==> config.mk <==
export PLATFORM = sky130hd
export DESIGN_NAME = rtc_alarm_unit
export DESIGN_NICKNAME = d
export VERILOG_FILES = /design/src/rtl/rtc_alarm_pkg.sv /design/src/rtl/rtc_alarm_regs.sv /design/src/rtl/rtc_alarm_match.sv /design/src/rtl/rtc_alarm_pulse.sv /design/src/rtl/rtc_alarm_unit.sv
export SDC_FILE = /design/constraint.sdc
export NUM_CORES = 1
export LEC_CHECK = 0
export BUFFER_PORTS_ARGS = -buffer_cell sky130_fd_sc_hd__buf_2
export CORE_AREA = 2 2 76 78
export CTS_CLUSTER_DIAMETER = 50
export DETAILED_ROUTE_END_ITERATION = 7
export DIE_AREA = 0 0 78 80
export PLACE_DENSITY = 0.63
export SLEW_MARGIN = 20
export SYNTH_ARGS = -nofsm -noshare
export SYNTH_HDL_FRONTEND = slang
export SYNTH_SLANG_ARGS = --single-unit
==> constraint.sdc <==
create_clock -name clk -period 2.5 [get_ports clk]
set_clock_uncertainty 0.2 [all_clocks]
set_input_delay 0.625 -clock clk [delete_from_list [all_inputs] [get_ports clk]]
set_output_delay 0.625 -clock clk [all_outputs]
set_load 0.01 [all_outputs]
==> src/rtl/rtc_alarm_pkg.sv <==
package rtc_alarm_pkg;
  localparam int FIELD_CNT   = 4;
  localparam int BYTE_W      = 8;
  localparam int FIELD_SEL_W = $clog2(FIELD_CNT);
  localparam int BIN_W       = 7;

  typedef enum logic [FIELD_SEL_W-1:0] {
    FLD_SEC  = 2'd0,
    FLD_MIN  = 2'd1,
    FLD_HOUR = 2'd2,
    FLD_DATE = 2'd3
  } field_e;

  typedef enum logic [2:0] {
    RPT_MONTH = 3'd0,
    RPT_DAY   = 3'd1,
    RPT_HOUR  = 3'd2,
    RPT_MIN   = 3'd3,
    RPT_SEC   = 3'd4
  } repeat_e;

  // Significant bits of each field; bit 7 is always the repeat flag.
  function automatic logic [BYTE_W-1:0] field_mask(field_e f);
    case (f)
      FLD_SEC, FLD_MIN: return 8'h7F;
      default:          return 8'h3F;
    endcase
  endfunction

  function automatic logic digit_ok(logic [3:0] d);
    return d <= 4'd9;
  endfunction

  function automatic logic [BIN_W-1:0] bcd_value(logic [BYTE_W-1:0] b);
    return BIN_W'(b[7:4]) * BIN_W'(10) + BIN_W'(b[3:0]);
  endfunction

  // Range rule of each field, applied to the masked value.
  function automatic logic write_ok(field_e f, logic [BYTE_W-1:0] raw);
    logic [BYTE_W-1:0] m;
    logic [BIN_W-1:0]  v;
    logic              ok;
    m  = raw & field_mask(f);
    v  = bcd_value(m);
    ok = digit_ok(m[7:4]) && digit_ok(m[3:0]);
    case (f)
      FLD_SEC, FLD_MIN: ok = ok && (v <= BIN_W'(59));
      FLD_HOUR:         ok = ok && (v <= BIN_W'(23));
      default:          ok = ok && (v != '0);
    endcase
    return ok;
  endfunction

  // Flags ordered {date, hour, min, sec}.
  function automatic repeat_e decode_repeat(logic [FIELD_CNT-1:0] r);
    case (r)
      4'b0000: return RPT_MONTH;
      4'b1000: return RPT_DAY;
      4'b1100: return RPT_HOUR;
      4'b1110: return RPT_MIN;
      default: return RPT_SEC;
    endcase
  endfunction

  // Which fields (bit 0 = sec .. bit 3 = date) must be equal for a hit.
  function automatic logic [FIELD_CNT-1:0] compare_set(repeat_e m);
    case (m)
      RPT_MONTH: return 4'b1111;
      RPT_DAY:   return 4'b0111;
      RPT_HOUR:  return 4'b0011;
      RPT_MIN:   return 4'b0001;
      default:   return 4'b0000;
    endcase
  endfunction
endpackage

==> src/rtl/rtc_alarm_regs.sv <==
module rtc_alarm_regs
  import rtc_alarm_pkg::*;
(
  input  logic                               clk,
  input  logic                               rst_n,
  input  logic                               wr_en,
  input  logic [FIELD_SEL_W-1:0]             wr_sel,
  input  logic [BYTE_W-1:0]                  wr_data,
  input  logic [FIELD_SEL_W-1:0]             rd_sel,
  output logic [BYTE_W-1:0]                  rd_data,
  output logic [FIELD_CNT-1:0][BYTE_W-1:0]   alarm_q,
  output logic                               armed
);
  logic [BYTE_W-1:0] store_q [FIELD_CNT];
  logic              wr_ok;
  logic              armed_q;
  field_e            wr_field;

  assign wr_field = field_e'(wr_sel);
  assign wr_ok    = wr_en && write_ok(wr_field, wr_data);

  for (genvar g = 0; g < FIELD_CNT; g++) begin : g_fld
    localparam logic [FIELD_SEL_W-1:0] IDX = FIELD_SEL_W'(g);

    always_ff @(posedge clk or negedge rst_n) begin
      if (!rst_n)                      store_q[g] <= '0;
      else if (wr_ok && wr_sel == IDX) store_q[g] <= wr_data;
    end

    assign alarm_q[g] = store_q[g];

    AST_ACCEPT_STORES: assert property (@(posedge clk) disable iff (!rst_n)
      (wr_ok && wr_sel == IDX) |=> (alarm_q[g] == $past(wr_data)));
  end

  always_ff @(posedge clk or negedge rst_n) begin
    if (!rst_n)     armed_q <= 1'b0;
    else if (wr_ok) armed_q <= 1'b1;
  end

  assign armed   = armed_q;
  assign rd_data = store_q[rd_sel];

  AST_REJECT_KEEPS: assert property (@(posedge clk) disable iff (!rst_n)
    (wr_en && !wr_ok) |=> $stable(alarm_q));

  AST_ARM_STICKY: assert property (@(posedge clk) disable iff (!rst_n)
    armed |=> armed);
endmodule

==> src/rtl/rtc_alarm_match.sv <==
module rtc_alarm_match
  import rtc_alarm_pkg::*;
(
  input  logic                             clk,
  input  logic                             rst_n,
  input  logic [FIELD_CNT-1:0][BYTE_W-1:0] alarm_q,
  input  logic [FIELD_CNT-1:0][BYTE_W-1:0] now_q,
  output logic                             hit
);
  logic [FIELD_CNT-1:0] field_eq;
  logic [FIELD_CNT-1:0] rpt_flags;
  logic [FIELD_CNT-1:0] need;
  repeat_e              mode;

  for (genvar g = 0; g < FIELD_CNT; g++) begin : g_cmp
    localparam field_e FLD = field_e'(FIELD_SEL_W'(g));
    assign field_eq[g]  = ((alarm_q[g] ^ now_q[g]) & field_mask(FLD)) == '0;
    assign rpt_flags[g] = alarm_q[g][BYTE_W-1];
  end

  assign mode = decode_repeat(rpt_flags);
  assign need = compare_set(mode);
  assign hit  = &(field_eq | ~need);

  AST_SECOND_MODE_ALWAYS: assert property (@(posedge clk) disable iff (!rst_n)
    (mode == RPT_SEC) |-> hit);

  AST_MONTH_NEEDS_ALL: assert property (@(posedge clk) disable iff (!rst_n)
    (mode == RPT_MONTH && hit) |-> (&field_eq));
endmodule

==> src/rtl/rtc_alarm_pulse.sv <==
module rtc_alarm_pulse (
  input  logic clk,
  input  logic rst_n,
  input  logic tick,
  input  logic armed,
  input  logic hit,
  output logic irq
);
  logic irq_q;

  always_ff @(posedge clk or negedge rst_n) begin
    if (!rst_n) irq_q <= 1'b0;
    else        irq_q <= tick && armed && hit;
  end

  assign irq = irq_q;

  AST_IRQ_NEEDS_TICK: assert property (@(posedge clk) disable iff (!rst_n)
    !tick |=> !irq);

  AST_IRQ_NEEDS_ARM: assert property (@(posedge clk) disable iff (!rst_n)
    !armed |=> !irq);
endmodule

==> src/rtl/rtc_alarm_unit.sv <==
module rtc_alarm_unit
  import rtc_alarm_pkg::*;
(
  input  logic                   clk,
  input  logic                   rst_n,
  input  logic                   wr_en,
  input  logic [FIELD_SEL_W-1:0] wr_sel,
  input  logic [BYTE_W-1:0]      wr_data,
  input  logic [FIELD_SEL_W-1:0] rd_sel,
  output logic [BYTE_W-1:0]      rd_data,
  input  logic                   tick,
  input  logic [BYTE_W-1:0]      now_sec,
  input  logic [BYTE_W-1:0]      now_min,
  input  logic [BYTE_W-1:0]      now_hour,
  input  logic [BYTE_W-1:0]      now_date,
  output logic                   irq
);
  logic [FIELD_CNT-1:0][BYTE_W-1:0] alarm_q;
  logic [FIELD_CNT-1:0][BYTE_W-1:0] now_q;
  logic                             armed;
  logic                             hit;

  assign now_q = {now_date, now_hour, now_min, now_sec};

  rtc_alarm_regs regs_i (
    .clk     (clk),
    .rst_n   (rst_n),
    .wr_en   (wr_en),
    .wr_sel  (wr_sel),
    .wr_data (wr_data),
    .rd_sel  (rd_sel),
    .rd_data (rd_data),
    .alarm_q (alarm_q),
    .armed   (armed)
  );

  rtc_alarm_match match_i (
    .clk     (clk),
    .rst_n   (rst_n),
    .alarm_q (alarm_q),
    .now_q   (now_q),
    .hit     (hit)
  );

  rtc_alarm_pulse pulse_i (
    .clk   (clk),
    .rst_n (rst_n),
    .tick  (tick),
    .armed (armed),
    .hit   (hit),
    .irq   (irq)
  );
endmodule

==> results.json, run 1 <==
{
  "port_buffers": 50,
  "worst_min_path_class": "in2async",
  "dr_total_vias": 1838,
  "synth_area_leaders": "sky130_fd_sc_hd__dfrtp_1 38%, sky130_fd_sc_hd__mux2_2 16%, sky130_fd_sc_hd__mux4_2 8.1%, sky130_fd_sc_hd__xnor2_1 6.3%, sky130_fd_sc_hd__xor2_1 4.3%",
  "detail_route.drc_violations": 0,
  "fin_crit_ns": 3.13,
  "clock-sinks": 34,
  "detail_route.wl_per_cell_um": 16.3,
  "synth_fa_ha_area_share_pct": 4.82,
  "timing_worst_setup_path_type": "in2reg",
  "floorplan.io_pins": 57,
  "timing.slew.headroom_pct": 49.8,
  "synth_mux_area_share_pct": 24.6,
  "grt.total_usage_pct": 20.1,
  "timing.final.max_slew_violations": 0,
  "place_inst": 335,
  "yosys_register_bits": 34,
  "tritoncts": "built",
  "grt_overflow": 0,
  "rsz0062_at_grt": "true",
  "synthDistinctLibCells": 39,
  "fin_hold_ws_ns": 0.203,
  "failing_checks": "setup timing",
  "placementRows": 27,
  "initial_core_utilization_pct": 41.3,
  "synth_most_common_cell": "sky130_fd_sc_hd__dfrtp_1",
  "power_per_cell_area_nw_per_um2": 701,
  "crit_path_start_kind": "primary input",
  "crit_fanout": 4,
  "path_clk_slew_ns": 0.07,
  "final_hold_viol_count": 0,
  "synth-edff-count": 0,
  "drive_gt1_share_pct": 59.9,
  "clock_latency_on_the_worst_skew_pair_ns": 0.28,
  "routed_wirelength_um": 5680,
  "antenna_violations_before_repair": 0,
  "n_antenna_cell": 0,
  "drt_pass1_iterations": 4,
  "synthSimpleGateAreaFrac_pct": 12.3,
  "synth-compound-area-share_pct": 8.29,
  "grt_pass1_vias": 1910,
  "min_period_over_period_pct": 125,
  "dpl.hpwl_um": 4420,
  "synth.cells.most_frequent": "34 x sky130_fd_sc_hd__dfrtp_1, 32 x sky130_fd_sc_hd__mux2_2, 16 x sky130_fd_sc_hd__xnor2_1",
  "syn_nets": 238,
  "ys_warn_count": 0,
  "critPathCaptureType": "register",
  "slew_of_the_pin_with_the_lowest_slew_margin_ns": 0.753,
  "synth-main-ff-cell": "sky130_fd_sc_hd__dfrtp_1",
  "synth_largest_type_area_fraction_pct": 38.1,
  "htree_levels": 2,
  "netlist_instances": 182,
  "global_route_wire_length_before_repair_um": 9500,
  "gp_congestion": 0.886,
  "synth-seq-area-share_pct": 38.1,
  "layout.core_utilization_pct": 60.9,
  "die_wd_um": 78,
  "cts-root-buf": "sky130_fd_sc_hd__clkbuf_8",
  "finish.cell_count_without_fillers": 349,
  "netlist.top_cell.by_area": "sky130_fd_sc_hd__dfrtp_1",
  "cts_buffer_depth": 2,
  "viasPerCell": 5.27,
  "run_status": "complete, but fails checks",
  "floorplan.die.height_um": 80,
  "final-setup-viol-count": 33,
  "worst_slack_ns": -0.634,
  "cts_made_buffers": 5,
  "synthArstFlopShare_pct": 100,
  "stdcell_area_sq_um": 3290,
  "synthesis.area_per_instance_sq_um": 12.3,
  "drt.antenna.violating_nets": 0,
  "worst-endpoint-required_ns": 2.46,
  "post-place-ws_ns": -1.04,
  "p_leak_uw": 0.00144,
  "final_nets": 332,
  "data_arrival_time_at_the_worst_slack_endpoint_ns": 3.10,
  "post_synth_instance_area_sq_um": 2230,
  "synth_xor_area_share_pct": 10.6,
  "initialDrtViolationCount": 103,
  "drv_cap": 0,
  "die_ar_sq_um": 6240,
  "place_area_sq_um": 2970,
  "max_ir_drop_vdd_mv": 0.318,
  "design.core.area_sq_um": 5410,
  "fmax_mhz": 319,
  "largest_net_degree_at_the_start_of_global_routing": 35,
  "synth_top_family_by_area": "multiplexers",
  "area_growth_pct": 47.3
}
[cells in the final DEF, fill, tap and decap left out, types with 4 or more instances in the layout]
master	synthesis	layout
sky130_fd_sc_hd__dfrtp_1	34	34
sky130_fd_sc_hd__nand2_1	5	5
sky130_fd_sc_hd__buf_2	1	48
sky130_fd_sc_hd__nor2_1	6	5
sky130_fd_sc_hd__clkbuf_8	0	5
sky130_fd_sc_hd__mux2_2	32	14
sky130_fd_sc_hd__xnor2_1	16	16
sky130_fd_sc_hd__buf_4	0	36
sky130_fd_sc_hd__xor2_1	11	10
sky130_fd_sc_hd__nor3_1	6	6
sky130_fd_sc_hd__mux2_4	0	18
sky130_fd_sc_hd__nor4_1	5	4
sky130_fd_sc_hd__mux4_2	8	8
sky130_fd_sc_hd__ha_4	0	4
sky130_fd_sc_hd__buf_6	0	6
[layout make-up]
| type | instances | area, sq um |
|---|---|---|
| fill | 460 | 2110 |
| clock buffer | 7 | 76.3 |
| clock inverter | 1 | 30.0 |
| multi-input combinational | 141 | 1600 |
| inverter | 1 | 3.75 |
| tap | 72 | 90.1 |
| timing repair buffer | 93 | 638 |
| sequential | 34 | 851 |
[power by group]
| part | total (uW) | leakage, uW | internal [uW] | switching [uW] |
|---|---|---|---|---|
| Combinational | 914 | 0.000987 | 572 | 342 |
| Sequential | 905 | 0.000405 | 727 | 178 |
| Clock | 487 | 0.0000524 | 298 | 189 |
[metal layers]
metal	part of all wire [%]	vias to the layer above	wire length, um	global-route usage [%]
li1	-	880	-	-
met1	44	896	2490	24.9
met2	50	50	2860	35.1
met3	3.4	12	195	3.05
met4	2.4	0	139	8.42
met5	0	-	0	0
[cell families after synthesis]
group	Yosys count
buffers and inverters	7
XOR/XNOR	27
multiplexers	41
AO/OA/AOI/OAI	24
flip-flops	34
AND/OR/NAND/NOR	41
adder cells (fa/ha/maj)	8
[flip-flops by register name (all words and copies together), names as in the netlist]
register / count
pulse_i.irq: 1
regs_i.armed: 1
regs_i.alarm_q: 32
[worst max-delay path: stages]
cell and delay [ns]:
sky130_fd_sc_hd__buf_6 0.07, sky130_fd_sc_hd__nor2b_4 0.19, sky130_fd_sc_hd__ha_4 0.24, sky130_fd_sc_hd__ha_4 0.27
sky130_fd_sc_hd__and3_4 0.22, sky130_fd_sc_hd__nor2_2 0.07, sky130_fd_sc_hd__buf_4 0.13, sky130_fd_sc_hd__o31ai_1 0.38
sky130_fd_sc_hd__a311oi_4 0.09, sky130_fd_sc_hd__nor4b_4 0.28, sky130_fd_sc_hd__buf_4 0.20, sky130_fd_sc_hd__mux2_2 0.33
[stage by stage]
stage	power, uW	TNS [ns]
after floorplan	1450	-24.41
after global placement	1730	-30.75
after detailed placement	1750	-30.90
after CTS	2290	-16.86
after global routing	2460	-20.99
final	2310	-19.50
[worst paths after layout]
kind | slack [ns] | start | cells after the start | to
max | -0.63 | wr_data[6] | 12 | regs_i.alarm_q[22]
min | 0.20 | rst_n | 1 | regs_i.alarm_q[28]
max reg2reg | 0.48 | regs_i.alarm_q[24] | 6 | pulse_i.irq
min reg2reg | 0.28 | regs_i.armed | 1 | regs_i.armed
max in group asynchronous | 1.41 | rst_n | 1 | regs_i.alarm_q[30]
min in group clk | 0.28 | regs_i.armed | 1 | regs_i.armed
[what timing repair did]
action / CTS / global route
setup endpoints to repair: 33 / 33
hold buffers: 0 / 0
resized for setup: 19 / 11
pin swaps: 7 / 6
buffers inserted: 3 / 5
Note: power is estimated with default switching activity, not from simulation.
==> inputs of run 2 (changes only) <==
Settings changed: CTS_CLUSTER_SIZE set to 12, PLACE_DENSITY 0.63 to 0.67.
==> run 2 against run 1 <==
The flow still finishes with violations (setup timing). Largest cell class unchanged. Sequential share of layout area down 0.20 points. First-iteration DRC count decreased by 6.8%. Setup slack gained 0.060 ns. Clock-buffer cell count decreased by 1. Clock power decreased by 18%. Largest power group unchanged.
==> results.json, run 2 (same netlist as run 1, synthesis figures left out) <==
{
  "run_status": "complete, but fails checks",
  "failing_checks": "setup timing",
  "final_hold_viol_count": 0,
  "area_growth_pct": 48.5,
  "timing.critical_path.cells": "buf_6, nor2b_4, ha_4, ha_4, a21o_4, or3_4, a211oi_4, a2bb2oi_4, nor4b_4, buf_12, mux2_4",
  "timing.slew.headroom_pct": 50.6,
  "path_clk_slew_ns": 0.06,
  "timing.reg2reg.setup_slack_ns": 0.33,
  "crit_path_start_kind": "primary input",
  "fmax_mhz": 325,
  "routed_wirelength_um": 6230,
  "initialDrtViolationCount": 96,
  "n_antenna_cell": 0,
  "floorplan.die.height_um": 80,
  "cts-root-buf": "sky130_fd_sc_hd__clkbuf_8",
  "timing.final.max_slew_violations": 0,
  "mostFrequentLayoutCells": "47 x sky130_fd_sc_hd__buf_2, 34 x sky130_fd_sc_hd__dfrtp_1, 31 x sky130_fd_sc_hd__buf_4",
  "detail_route.drc_violations": 0,
  "mostFrequentLayoutCell": "sky130_fd_sc_hd__buf_2",
  "cts_buffer_depth": 2,
  "worst_slack_ns": -0.573,
  "die_wd_um": 78,
  "power_per_cell_area_nw_per_um2": 689,
  "layout.core_utilization_pct": 61.3,
  "worst_case_reg_to_reg_path_depth": 7,
  "grt_pass1_vias": 1917,
  "path_common_cell": "sky130_fd_sc_hd__ha_4",
  "clock_latency_on_the_worst_skew_pair_ns": 0.29,
  "placementRows": 27,
  "drive_gt1_share_pct": 61.2,
  "drv_cap": 0,
  "viasPerCell": 5.49,
  "timing.setup.tns_ns": -17.27,
  "totalPowerFinal_uw": 2280,
  "slowest_stage": "sky130_fd_sc_hd__or3_4",
  "cp_num_buf_inv": 2,
  "max_ir_drop_vdd_mv": 0.469,
  "largest_net_degree_at_the_start_of_global_routing": 35,
  "drt_pass1_iterations": 4,
  "drt.antenna.violating_nets": 0,
  "cts.hold.buffers_added": 0,
  "clock-sinks": 34,
  "timing_worst_setup_path_type": "in2reg",
  "cts_made_buffers": 5,
  "stdcell_area_sq_um": 3320,
  "data_arrival_time_at_the_worst_slack_endpoint_ns": 3.05,
  "gp_congestion": 0.917,
  "floorplan.io_pins": 57,
  "tritoncts": "built",
  "port_buffers": 50,
  "worst_min_path_class": "in2async",
  "min_period_over_period_pct": 123,
  "worst-endpoint-required_ns": 2.48,
  "dr_total_vias": 1865,
  "place_area_sq_um": 2950,
  "global_route_wire_length_before_repair_um": 9890,
  "antenna_violations_before_repair": 0,
  "dpl.hpwl_um": 4600,
  "detail_route.wl_per_cell_um": 18.3,
  "htree_levels": 2,
  "design.core.area_sq_um": 5410,
  "p_leak_uw": 0.00142,
  "final_nets": 325,
  "rsz0062_at_grt": "true",
  "post-place-ws_ns": -1.00,
  "initial_core_utilization_pct": 41.3,
  "capture_instance_of_the_worst_register_to_register_path": "pulse_i.irq",
  "final-setup-viol-count": 33,
  "timing.rr.start": "regs_i.alarm_q[26]",
  "timing.critical_path.slowest_cell_delay_ns": 0.35,
  "fin_crit_ns": 3.07,
  "critPathTopFamily": "compound AO/OA/AOI/OAI gates",
  "die_ar_sq_um": 6240,
  "grt.total_usage_pct": 21.0,
  "largest_register_ffs": 32,
  "critPathCaptureType": "register",
  "slew_of_the_pin_with_the_lowest_slew_margin_ns": 0.741,
  "grt_overflow": 0,
  "crit_fanout": 8
}
[run 2: cell types whose count changed in the layout (fill, tap and decap cells not counted), sizes merged]
cell and delta:
buf -7, bufinv -1, clkbuf -1
[run 2: routing by layer]
| layer | GRT usage (%) | share of wire, % |
|---|---|---|
| met2 | 32.9 | 46 |
| met4 | 6.84 | 1.4 |
| met3 | 4.19 | 4.0 |
| met5 | 0 | 0 |
| met1 | 29.2 | 48 |
[run 2: layout make-up]
type                    instances  area, sq um
clock buffers                   6         82.6
fillers                       439         2090
well taps                      72         90.1
flip-flops and latches         34          851
multi-input cells             141         1680
inverters                       1         3.75
repair buffers                 86          606
[run 2: worst reg2reg max path: stages, from the launching register on]
cell and delay, ns:
sky130_fd_sc_hd__dfrtp_1 0.41, sky130_fd_sc_hd__xor2_1 0.18, sky130_fd_sc_hd__nor4_1 0.31, sky130_fd_sc_hd__a31oi_1 0.12
sky130_fd_sc_hd__nor4_1 0.38, sky130_fd_sc_hd__buf_4 0.18, sky130_fd_sc_hd__nor4_1 0.04, sky130_fd_sc_hd__nor3_1 0.24
[run 2: report_power, final]
group	leakage [uW]	internal (uW)	total, uW	switching, uW
combinational	0.000974	593	969	376
sequential	0.000405	727	914	187
clock	0.0000431	212	401	189
[run 2: worst max-delay path by stage]
| stage | from | endpoint | slack [ns] | cells past startpoint |
|---|---|---|---|---|
| 5_1_grt | wr_sel[1] | regs_i.alarm_q[21] | -0.63 | 11 |
| 3_5_place_dp | wr_data[4] | regs_i.alarm_q[4] | -1.00 | 9 |
| 6_report | wr_data[6] | regs_i.alarm_q[15] | -0.57 | 11 |
| 4_1_cts | wr_data[6] | regs_i.alarm_q[8] | -0.52 | 11 |
| 3_3_place_gp | wr_sel[1] | regs_i.alarm_q[4] | -0.95 | 10 |
| 2_1_floorplan | wr_sel[1] | regs_i.alarm_q[16] | -0.78 | 10 |
[run 2: stage by stage]
step,std cells,hold WS (ns)
floorplan,182,0.129
global placement,331,0.257
global route,340,0.268
CTS,340,0.230
finish,340,0.193
detailed placement,331,0.255
[run 2: repair_timing]
action / in CTS / in global routing
endpoints found under the setup margin: 33 / 33
setup buffers: 5 / 2
resized for setup: 29 / 17
pin swaps: 8 / 6
==> inputs of run 3 (changes only) <==
Settings changed: PLACE_DENSITY 0.67 to 0.77, SETUP_SLACK_MARGIN set to 0.2.
==> run 3 against run 2 <==
The run still ends with setup timing left. Critical path depth unchanged. Final cell count up 0.29%. Non-clock buffer count down 1. Via count down 1.2%. Critical endpoint is now regs_i.alarm_q[21]. Highest routed layer unchanged.
==> results.json, run 3 (same netlist as run 1, synthesis figures left out) <==
{
  "worst_slack_ns": -0.565,
  "totalPowerFinal_uw": 2260,
  "htree_levels": 2,
  "global_route_wire_length_before_repair_um": 9840,
  "timing.critical_path.slowest_cell_delay_ns": 0.34,
  "power.combinational.fraction_pct": 40.4,
  "timing.final.max_slew_violations": 0,
  "n_antenna_cell": 0,
  "dr_total_vias": 1843,
  "drv_cap": 0,
  "drive_gt1_share_pct": 59.5,
  "slew_of_the_pin_with_the_lowest_slew_margin_ns": 0.760,
  "grtUsageMet1_pct": 27.8,
  "crit_path_start_kind": "primary input",
  "failing_checks": "setup timing",
  "area_growth_pct": 43.9,
  "die_wd_um": 78,
  "cts-root-buf": "sky130_fd_sc_hd__clkbuf_8",
  "place_inst": 327,
  "detail_route.wl_per_cell_um": 18.3,
  "path_clk_slew_ns": 0.07,
  "final-setup-viol-count": 33,
  "cts_made_buffers": 5,
  "power.internal_uw": 1510,
  "largest_register_ffs": 32,
  "run_status": "complete, but fails checks",
  "clock-sinks": 34,
  "drt_pass1_iterations": 4,
  "critPathTopFamily": "simple AND/OR/NAND/NOR gates",
  "grtUsageMet2_pct": 34.6,
  "slowest_stage": "sky130_fd_sc_hd__nor4b_4",
  "largest_net_degree_at_the_start_of_global_routing": 35,
  "grt_util_met3_pct": 4.86,
  "fmax_mhz": 326,
  "clkPwrFrac_pct": 18.9,
  "floorplan.io_pins": 57,
  "net_switching_power_uw": 754,
  "timing.reg2reg.setup_slack_ns": 0.34,
  "swShare_pct": 33.3,
  "crit_fanout": 7,
  "initial_core_utilization_pct": 41.3,
  "placementRows": 27,
  "fin_crit_ns": 3.06,
  "timing_worst_setup_path_type": "in2reg",
  "seq_pwr_share_pct": 40.7,
  "final_hold_viol_count": 0,
  "dpl.hpwl_um": 4720,
  "timing.rr.start": "regs_i.alarm_q[24]",
  "die_ar_sq_um": 6240,
  "floorplan.die.height_um": 80,
  "rsz0062_at_grt": "true",
  "critPathCaptureType": "register",
  "initialDrtViolationCount": 80,
  "capture_instance_of_the_worst_register_to_register_path": "pulse_i.irq",
  "grt_pass1_vias": 1927,
  "port_buffers": 50,
  "cts.hold.buffers_added": 0,
  "clock_latency_on_the_worst_skew_pair_ns": 0.30,
  "timing.critical_path.cells": "buf_8, buf_12, ha_4, ha_4, a21o_4, nor4_2, a22o_1, a311oi_2, nor4b_4, buf_6, mux2_2",
  "cp_num_buf_inv": 3,
  "gp_congestion": 0.888,
  "max_ir_drop_vdd_mv": 0.514,
  "cts_buffer_depth": 2,
  "power_per_cell_area_nw_per_um2": 705,
  "mostFrequentLayoutCell": "sky130_fd_sc_hd__buf_2",
  "antenna_violations_before_repair": 0,
  "design.core.area_sq_um": 5410,
  "p_leak_uw": 0.00140,
  "min_period_over_period_pct": 123,
  "timing.slew.headroom_pct": 49.3,
  "worst_case_reg_to_reg_path_depth": 6,
  "data_arrival_time_at_the_worst_slack_endpoint_ns": 3.05,
  "grt.total_usage_pct": 20.8,
  "final_nets": 324,
  "routed_wirelength_um": 6230,
  "worst_min_path_class": "in2async",
  "grt_overflow": 0,
  "path_common_cell": "sky130_fd_sc_hd__ha_4",
  "drt.antenna.violating_nets": 0,
  "finish.cell_count_without_fillers": 341,
  "viasPerCell": 5.40,
  "detail_route.drc_violations": 0,
  "worst-endpoint-required_ns": 2.48,
  "mostFrequentLayoutCells": "46 x sky130_fd_sc_hd__buf_2, 34 x sky130_fd_sc_hd__dfrtp_1, 30 x sky130_fd_sc_hd__buf_4",
  "tritoncts": "built",
  "grt.busiest_layer": "met2"
}
run 3: routing by layer:
metal	vias up	part of all wire, %
li1	861	-
met1	916	44
met2	60	50
met3	6	4.6
met4	0	0.69
met5	-	0
run 3: power by group through the flow:
stage          clock network, uW  registers [uW]  logic [uW]
4_1_cts                      427             915         902
5_1_grt                      458             941         982
6_report                     428             920         915
3_5_place_dp                   0             923         830
3_3_place_gp                   0             907         809
2_1_floorplan                  0             856         592
run 3: per-stage QoR:
step	util [%]	setup WS, ns	hold WS [ns]	area, sq um	TNS, ns
global placement	53.8	-0.990	0.259	2910	-29.58
finish	59.4	-0.565	0.195	3210	-16.48
detailed placement	53.8	-1.03	0.266	2910	-30.62
global route	59.4	-0.640	0.250	3210	-18.44
CTS	58.6	-0.534	0.213	3170	-15.74
floorplan	-	-0.775	0.129	2370	-24.41
run 3: how the worst max path moves through the flow:
stage,from,endpoint,slack (ns),cells after the start
2_1_floorplan,wr_sel[1],regs_i.alarm_q[16],-0.78,10
3_3_place_gp,wr_data[4],regs_i.alarm_q[20],-0.99,10
3_5_place_dp,wr_data[4],regs_i.alarm_q[7],-1.03,8
4_1_cts,wr_data[4],regs_i.alarm_q[21],-0.53,11
5_1_grt,wr_data[4],regs_i.alarm_q[19],-0.64,11
6_report,wr_data[4],regs_i.alarm_q[21],-0.56,11
run 3: layout make-up:
type                    instances  area [sq um]
fillers                       458          2190
multi-input cells             141          1600
flip-flops and latches         34           851
repair buffers                 85           582
well taps                      72          90.1
clock buffers                   7          86.3
clock inverters                 1          5.00
inverters                       1          3.75
run 3: repair_timing:
item	4_1_cts	5_1_grt
resized for setup	31	6
pin swaps	9	3
setup endpoints to repair	40	35
setup buffers	5	1
